==> src/rtl/cfg_mult.sv <==
module cfg_mult #(
  parameter int OPW = 18
) (
  input  logic             clk,
  input  logic             ce,
  input  logic             clr,
  input  logic             split_mode,
  input  logic             in_reg_en,
  input  logic             out_reg_en,
  input  logic             in_valid,
  input  logic [OPW-1:0]   x,
  input  logic [OPW-1:0]   y,
  input  logic             x_signed,
  input  logic             y_signed,
  output logic [2*OPW-1:0] product,
  output logic             out_valid
);
  localparam int HW  = OPW / 2;
  localparam int HPW = 2 * HW;
  localparam int PW  = 2 * OPW;

  logic [OPW-1:0] s1_x, s1_y;
  logic           s1_sx, s1_sy, s1_split, s1_vld;

  always_ff @(posedge clk) begin
    if (clr) begin
      s1_x <= '0; s1_y <= '0; s1_sx <= 1'b0; s1_sy <= 1'b0;
      s1_split <= 1'b0; s1_vld <= 1'b0;
    end else if (ce) begin
      s1_x <= x; s1_y <= y; s1_sx <= x_signed; s1_sy <= y_signed;
      s1_split <= split_mode; s1_vld <= in_valid;
    end
  end

  logic [OPW-1:0] a_x, a_y;
  logic           a_sx, a_sy, a_split, a_vld;

  assign a_x     = in_reg_en ? s1_x     : x;
  assign a_y     = in_reg_en ? s1_y     : y;
  assign a_sx    = in_reg_en ? s1_sx    : x_signed;
  assign a_sy    = in_reg_en ? s1_sy    : y_signed;
  assign a_split = in_reg_en ? s1_split : split_mode;
  assign a_vld   = in_reg_en ? s1_vld   : in_valid;

  logic [PW-1:0] ext_x, ext_y, full_p;
  assign ext_x  = {{(PW-OPW){a_sx & a_x[OPW-1]}}, a_x};
  assign ext_y  = {{(PW-OPW){a_sy & a_y[OPW-1]}}, a_y};
  assign full_p = ext_x * ext_y;

  logic [HPW-1:0] lane_p [2];
  for (genvar g = 0; g < 2; g++) begin : g_lane
    logic [HW-1:0]  lx, ly;
    logic [HPW-1:0] ex, ey;
    assign lx = a_x[g*HW +: HW];
    assign ly = a_y[g*HW +: HW];
    assign ex = {{(HPW-HW){a_sx & lx[HW-1]}}, lx};
    assign ey = {{(HPW-HW){a_sy & ly[HW-1]}}, ly};
    assign lane_p[g] = ex * ey;
  end

  logic [PW-1:0] comb_p;
  assign comb_p = a_split ? {lane_p[1], lane_p[0]} : full_p;

  logic [PW-1:0] s2_p;
  logic          s2_vld;

  always_ff @(posedge clk) begin
    if (clr) begin
      s2_p <= '0; s2_vld <= 1'b0;
    end else if (ce) begin
      s2_p <= comb_p; s2_vld <= a_vld;
    end
  end

  assign product   = out_reg_en ? s2_p   : comb_p;
  assign out_valid = out_reg_en ? s2_vld : a_vld;
endmodule

==> config.mk <==
export PLATFORM = sky130hd
export DESIGN_NAME = cfg_mult
export DESIGN_NICKNAME = d
export VERILOG_FILES = /design/src/rtl/cfg_mult.sv
export SDC_FILE = /design/constraint.sdc
export NUM_CORES = 1
export LEC_CHECK = 0
export ABC_AREA = 1
export BUFFER_PORTS_ARGS = -buffer_cell sky130_fd_sc_hd__buf_2
export CAP_MARGIN = 20
export CORE_MARGIN = 4
export CORE_UTILIZATION = 40
export DETAILED_ROUTE_END_ITERATION = 10
export MAX_ROUTING_LAYER = met4
export PLACE_DENSITY_LB_ADDON = 0.08
export SLEW_MARGIN = 20
export SYNTH_ARGS = -nofsm -noshare
export SYNTH_HDL_FRONTEND = slang
export SYNTH_SLANG_ARGS = --single-unit
export TNS_END_PERCENT = 100
==> constraint.sdc <==
create_clock -name clk -period 15.1 [get_ports clk]
set_input_delay 0.755 -clock clk [delete_from_list [all_inputs] [get_ports clk]]
set_output_delay 0.755 -clock clk [all_outputs]
set_load 0.01 [all_outputs]
-- Word level (Yosys, flattened, before mapping)
Index checks and enable logic that the tools add are counted.
- input bits: 45
- latch bits: 0
- memories kept: 0
- bits in read-only memories: 0
- output and inout bits: 37
- logic and storage cells: 24
- memory bits (writable): 0
- bits in registers: 77
- shift operators: 0
- equality and inequality tests: 0
- div/mod/pow operators: 0
- reductions and logical operators: 0
- $mul: 3
- add/sub/neg operators: 0
- muxes and demuxes: 9
- $lt $le $gt $ge: 0
- bitwise operators: 4
- operators with widths (kind ; count):
    $mux 36 ; 2
    $mul 10x10->18 ; 2
    $mul 19x19->36 ; 1
    $mux 18 ; 2
    $mux 1 ; 5
    $and 1x1->1 ; 4

-- Depth between registers and ports, before layout
Gate-level depths: netlist (run 1).
- depth in word-level cells: 5
- depth in mapped cells: 38
- gate-level depth less buffers: 34

-- Least setup slack after synthesis (run 1)
OpenSTA, ideal clock, no wires.
- kind: in2out
- start point: input port in_reg_en
- end point: output port product[29]
- path buffers: 3
- setup slack: 7.168 ns
- required time: 14.345 ns
- data arrival time: 7.177 ns
- cell stages on the path: 28
- cell sequence: inv_2 > buf_6 > buf_2 > clkbuf_1 > or2_2 > o21ai_1 > clkinv_1 > nand2_1 > fa_1 > fa_1 > inv_1 > fa_1 > fa_1 > fa_1 > inv_1 > fa_1 > inv_1 > ha_1 > ha_1 > nand2_1 > nor2_1 > inv_1 > nor2_1 > nand3_1 > or2_2 > nand4_1 > nand3_1 > a31oi_1
- word-level cells in the longest chain between the ends: 5
- elaborated cells between the ends (all ways): 11
- those cells by class: mul (2); mux (7); bitwise (2)
- ends and longest elaborated chain (what ; RTL line ; source):
    from (decl) ; 8 ; input logic in_reg_en,
    $mux 1, or another cell as far along ; 40 ; assign a_sx = in_reg_en ? s1_sx : x_signed;
    $and 1x1->1, on equally long branches ; n/a ;
    $mul 19x19->36 or $mul 10x10->18 (tied branches) ; 48, 58 ;
    $mux 36 * ; 62 ; assign comb_p = a_split ? {lane_p[1], lane_p[0]} : full_p;
    $mux 36 * ; 75 ; assign product = out_reg_en ? s2_p : comb_p;
    to (decl) ; 15 ; output logic [2*OPW-1:0] product,
Every way passes the cells marked *; elsewhere a longest branch is shown, timed or not.

-- Final worst setup path (run 1)
- start point: input port in_reg_en
- end point: output port product[23]
- word-level cells in the longest chain between the ends: 5
- elaborated cells between the ends (all ways): 11
- those cells by class: mul (2); mux (7); bitwise (2)
- ends and longest elaborated chain (what ; RTL line ; source):
    $mux 1, or another cell as far along ; 40 ;
    $and 1x1->1, on equally long branches ; 46, 47 ;
    $mul 19x19->36 ; 48 ; assign full_p = ext_x * ext_y;
    $mux 36 * ; 62 ;
    $mux 36 * ; 75 ;
Marks and branches as above.

==> results of run 1 <==
[routing by layer]
metal	vias up	share of wire	wire length, um
li1	8550	-	-
met1	9237	0.43	34200
met2	577	0.48	37800
met3	125	0.049	3900
met4	0	0.043	3400
met5	-	0	0
[cells in the final DEF (no fill, tap or decap), types with 3 or more instances in the layout]
cell type and n:
a21boi_0 4, a21o_1 11, a21oi_1 91, a31oi_1 17, buf_2 81, buf_4 28
clkbuf_16 9, clkinv_1 7, dfxtp_1 77, fa_1 450, ha_1 184, inv_1 677
inv_2 11, inv_8 3, nand2_1 477, nand2_2 7, nand2_4 3, nand3_1 99
nand4_1 17, nor2_1 364, nor3_1 9, o211ai_1 8, o21a_1 4, o21ai_0 131
o21ai_1 19, o21ai_2 12, o21bai_1 4, or2_2 34, xnor2_1 16, xor2_1 12
[layout make-up]
cell class | instances | area (um2) | area share
flip-flops and latches | 77 | 1540 | 0.0659
multi-input cells | 1990 | 17400 | 0.746
clock buffers | 9 | 225 | 0.00963
clock inverters | 7 | 83.8 | 0.00358
inverters | 695 | 2610 | 0.112
repair buffers | 109 | 616 | 0.0263
well taps | 696 | 871 | 0.0372
[logic make-up after synthesis]
family,share of synthesized area
buf+inv,0.135
compound gates,0.0774
mux,0.000912
fa+ha+maj,0.515
xor+xnor,0.0112
flops,0.0703
simple gates,0.190
[flip-flops by register name, indices dropped and copies added, names as in the netlist]
register,count
s1_sx,1
s2_vld,1
s1_split,1
s1_y,18
s1_sy,1
s1_x,18
s1_vld,1
s2_p,36
[stage by stage]
stage | worst slack, ns | utilization
after floorplan | 7.17 | -
after global placement | 4.82 | 0.427
after detailed placement | 4.85 | 0.427
after CTS | 4.83 | 0.433
after global routing | 4.26 | 0.433
final | 4.66 | 0.433
[path summary, 6_finish.rpt]
kind                            startpoint           to  slack [ns]  depth (start not counted)
worst max-delay path             in_reg_en  product[23]        4.66                         32
worst min-delay path               s1_y[7]      s1_y[7]        0.48                          2
worst max register to register    s1_x[11]     s2_p[23]        6.99                         26
worst min register to register     s1_y[7]      s1_y[7]        0.48                          2
[worst min-delay path, cell delays in order (launching register included)]
cell and delay (ns):
dfxtp_1 0.30, inv_1 0.07, a21oi_1 0.06
==> results.json, run 1 <==
{
  "run_status": "complete, no violations",
  "grtUsageMet1": 0.368,
  "worst-path-buf-inv": 10,
  "crit_required_ns": 14.35,
  "synth_top_area_share": 0.411,
  "synth_flop_cell": "dfxtp_1",
  "hpwlAfterDp_um": 66500,
  "cp_top_family": "adder cells",
  "rsz0062_at_grt": "false",
  "cp_slowest_cell": "nand2_1",
  "fmax_mhz": 95.8,
  "postRouteAntennaNets": 0,
  "slew_headroom": 0.266,
  "numPortBuffers": 81,
  "cts_resized": 0,
  "wl_per_cell_um": 22.1,
  "synth_nets": 3521,
  "synth.most_common_cell": "inv_1",
  "viasPerCell": 5.16,
  "synth_area_leader_cell": "fa_1",
  "std_cell_rows": 85,
  "antenna_cells": 0,
  "setup_tns_ns": 0,
  "globalRouteOverflowTotal": 0,
  "firstDrtPassIters": 6,
  "start_util": 0.406,
  "finClkSkew_ns": 0.0180,
  "finalCriticalPeriod_ns": 10.44,
  "syn_area_per_cell_um2": 7.72,
  "cts_setup_buffers": 0,
  "clk_pin_slew_ns": 0.08,
  "ys_types": 43,
  "tightest_slew_ns": 1.10,
  "drc_errors": 0,
  "drive_gt1_frac": 0.0679,
  "antenna_found_initial": 0,
  "track_usage": 0.283,
  "die_w_um": 242,
  "drt_iter0_drc": 1280,
  "fp.coreArea_um2": 54000,
  "finalNonFillerCells": 3583,
  "nNetsFinal": 3561,
  "cap_violations": 0,
  "first_global_vias": 19266,
  "setup-violations-final": 0,
  "slowest_delay_ns": 0.72,
  "placed_cell_area_um2": 23100,
  "hold_slack_ns": 0.478,
  "yosysSeqAreaShare": 0.0703,
  "grt_util_met2": 0.458,
  "cts_tree": "yes",
  "async_flop_share": 0,
  "syn_area_um2": 21900,
  "synth_area_leaders": "fa_1, inv_1, ha_1",
  "final-max-slew-violation-count": 0,
  "h-tree-depth": 3,
  "cp_common_cell": "nand2_1",
  "ys_ff_latch": 77,
  "arrival_ns": 9.69,
  "cts_buffer_depth": 2,
  "hp-class": "reg2reg",
  "busiest_layer": "met2",
  "fin_crit_sh": 0.691,
  "routed_wl_um": 79300,
  "ys_warn_count": 0,
  "design_area_um2": 23400,
  "cts_buffers": 9,
  "areaGrowthSynthToFinish_pct": 6.59,
  "finalHoldViolations": 0,
  "synth-edff-count": 0,
  "syn_inst": 2842,
  "place.gp.congestion": 0.964,
  "met3_usage": 0.0344,
  "die_h_um": 242,
  "ctsRootBufferMaster": "clkbuf_16",
  "io-pin-count": 82,
  "placed_cells": 3567,
  "synthTopCellsByCount": "inv_1, nand2_1, fa_1",
  "cp-end-kind": "primary output",
  "grt_max_degree": 69,
  "clk_latency_ns": 0.40,
  "dieArea_um2": 58700,
  "path_class": "in2out",
  "path_max_fanout": 27,
  "cts_hold_buffers": 0,
  "vias": 18489,
  "fillers": 5696,
  "cts.sinks": 77,
  "grt_pass1_wl_um": 121000,
  "crit_path_start_kind": "input port"
}
Power of run 1 is left out: the tool's default activity adds up to more than one toggle a clock period on the data nets, which glitch-free logic cannot reach.
==> run 2, diff against run 1 <==
--- a/config.mk
+++ b/config.mk
@@ -5,7 +5,7 @@
 export SDC_FILE = /design/constraint.sdc
 export NUM_CORES = 1
 export LEC_CHECK = 0
-export ABC_AREA = 1
+export ABC_AREA = 0
 export BUFFER_PORTS_ARGS = -buffer_cell sky130_fd_sc_hd__buf_2
 export CAP_MARGIN = 20
 export CORE_MARGIN = 4
==> constraint.sdc (replaced) <==
create_clock -name clk -period 10.34 [get_ports clk]
set_input_delay 0.517 -clock clk [delete_from_list [all_inputs] [get_ports clk]]
set_output_delay 0.517 -clock clk [all_outputs]
set_load 0.01 [all_outputs]
==> run 2 against run 1 <==
Against the previous run: critical path type unchanged; design area decreased by 1.1%; wire length decreased by 8.8%; register-to-register slack worse by 4.4 ns.
==> results.json, run 2 <==
{
  "run_status": "complete, no violations",
  "ys_ff_latch": 77,
  "h-tree-depth": 3,
  "postRouteAntennaNets": 0,
  "setup_tns_ns": 0,
  "leakage_nw": 11.9,
  "slew_headroom": 0.226,
  "ys_warn_count": 0,
  "setup-violations-final": 0,
  "largest-register": "s2_p",
  "rsz0062_at_grt": "false",
  "areaGrowthSynthToFinish_pct": 7.10,
  "syn_area_um2": 21600,
  "synth_top_area_share": 0.417,
  "place.gp.congestion": 0.940,
  "cts.sinks": 77,
  "timing.rr.end": "s2_p[35]",
  "final_common_cell": "inv_1",
  "syn_inst": 2403,
  "nNetsFinal": 3134,
  "cts_buffer_depth": 2,
  "clk_latency_ns": 0.40,
  "hold_depth": 3,
  "cap_violations": 0,
  "grt_pass1_wl_um": 111000,
  "synth_area_leaders": "fa_1, ha_1, inv_1",
  "fmax_mhz": 114,
  "fin_crit_sh": 0.847,
  "cp_common_cell": "fa_1",
  "multi_input_area_um2": 17800,
  "hp-start": "y[12]",
  "cp-end-kind": "primary output",
  "crit_required_ns": 9.82,
  "reg2reg_depth": 22,
  "drt_iter0_drc": 1032,
  "placed_cell_area_um2": 22800,
  "grt_max_degree": 72,
  "regArea_um2": 1540,
  "finalCriticalPeriod_ns": 8.76,
  "r2r_setup_slack_ns": 2.57,
  "ctsRootBufferMaster": "clkbuf_16",
  "first_global_vias": 17963,
  "start_util": 0.408,
  "hold_slack_ns": 0.376,
  "drive_gt1_frac": 0.0890,
  "cts_tree": "yes",
  "cts_resized": 0,
  "firstDrtPassIters": 5,
  "arrival_ns": 8.24,
  "hpwlAfterDp_um": 60600,
  "synthTopCellsByCount": "inv_1, fa_1, nor2_1",
  "design_area_um2": 23100,
  "path_max_fanout": 16,
  "fp.coreArea_um2": 53000,
  "wl_per_cell_um": 23.0,
  "track_usage": 0.268,
  "largest_register_ffs": 36,
  "finalHoldViolations": 0,
  "syn_area_per_cell_um2": 8.99,
  "tightest_slew_ns": 1.13,
  "slowest_delay_ns": 0.81,
  "antenna_found_initial": 2,
  "fillers": 5413,
  "hp-class": "in2reg",
  "powerDensity_nw_per_um2": 279,
  "ys_types": 81,
  "vias": 16617,
  "crit_start": "in_reg_en",
  "crit_path_start_kind": "input port",
  "min_to": "s1_y[12]",
  "cts_setup_buffers": 0,
  "synth-edff-count": 0,
  "io-pin-count": 82,
  "drc_errors": 0,
  "die_h_um": 240,
  "finClkSkew_ns": 0.0210,
  "path_cells": "buf_4, mux2i_2, nor2_2, nand2_1, fa_1, fa_1, fa_1, inv_1, fa_1, inv_1, fa_1, fa_1, inv_1, ha_1, ha_1, a21oi_1, a21boi_0, o211ai_1, a2bb2oi_1, a21oi_1, mux2i_1, and4bb_1, o21ai_1, buf_2",
  "path_class": "in2out",
  "std_cell_rows": 84,
  "synth_nets": 3082,
  "globalRouteOverflowTotal": 0,
  "synth_flop_cell": "dfxtp_1",
  "cts_buffers": 9,
  "utilization": 0.437,
  "final-max-slew-violation-count": 0,
  "synth.most_common_cell": "inv_1",
  "layout_common_cells": "inv_1, fa_1, nor2_1",
  "synth_area_leader_cell": "fa_1",
  "viasPerCell": 5.28,
  "yosysSeqAreaShare": 0.0714,
  "cts_hold_buffers": 0,
  "reg_top3": "s2_p x36, s1_x x18, s1_y x18",
  "peakVddDrop_mv": 0.302,
  "dieArea_um2": 57800,
  "async_flop_share": 0,
  "reg2reg_from": "s1_x[17]",
  "numPortBuffers": 81,
  "cp_slowest_cell": "fa_1",
  "report.power.total_mw": 6.45,
  "clk_pin_slew_ns": 0.08,
  "routed_wl_um": 72300,
  "die_w_um": 240
}
[run 2: critical path: cells and delay by family]
family	cells	cell delay [ns]
muxes	2	0.80
buffers and inverters	5	0.88
AOI/OAI and AO/OA	6	1.15
and+or+nand+nor	3	0.79
adders and majority gates	8	4.06
[run 2: power breakdown]
part / total, mW / leakage, nW / internal (mW) / switching, mW
clock network: 0.355 / 0.142 / 0.174 / 0.181
registers: 0.379 / 0.636 / 0.352 / 0.0266
logic: 5.72 / 11.1 / 2.29 / 3.43
total: 6.45 / 11.9 / 2.81 / 3.63
[run 2: final cells by class]
| type | instances | share of cell area |
|---|---|---|
| multi-input cells | 1721 | 0.768 |
| inverters | 531 | 0.0861 |
| flip-flops and latches | 77 | 0.0666 |
| well taps | 688 | 0.0372 |
| repair buffers | 115 | 0.0293 |
| clock buffers | 10 | 0.0103 |
| clock inverters | 6 | 0.00233 |
| diodes | 2 | 0.000216 |
[run 2: worst max-delay path by stage]
stage | to | cells past startpoint
final | product[35] | 24
after global routing | product[35] | 26
after CTS | product[32] | 25
after detailed placement | product[32] | 25
after global placement | product[30] | 25
after floorplan | product[30] | 27
[run 2: kinds of logic (layout without fill, tap and decap cells)]
logic type | after synthesis | in the layout | synth area share
adder cells (fa/ha/maj) | 634 | 634 | 0.524
flip-flops | 77 | 77 | 0.0714
buffers and inverters | 605 | 662 | 0.107
AO/OA/AOI/OAI | 245 | 245 | 0.0771
AND/OR/NAND/NOR | 634 | 634 | 0.121
multiplexers | 143 | 143 | 0.0725
XOR/XNOR | 65 | 65 | 0.0273
other | 0 | 2 | 0
[run 2: layer usage]
layer,part of all wire,global-route usage
met3,0.057,0.0440
met2,0.50,0.451
met5,0,-
met4,0.043,0.105
met1,0.40,0.323
[run 2: stage by stage]
step | worst slack, ns | cells
after detailed placement | 1.57 | 3132
after global routing | 1.23 | 3150
after global placement | 1.65 | 3132
after CTS | 1.55 | 3148
after floorplan | 2.29 | 2403
final | 1.58 | 3150
Power figures use the tool's default switching activity.
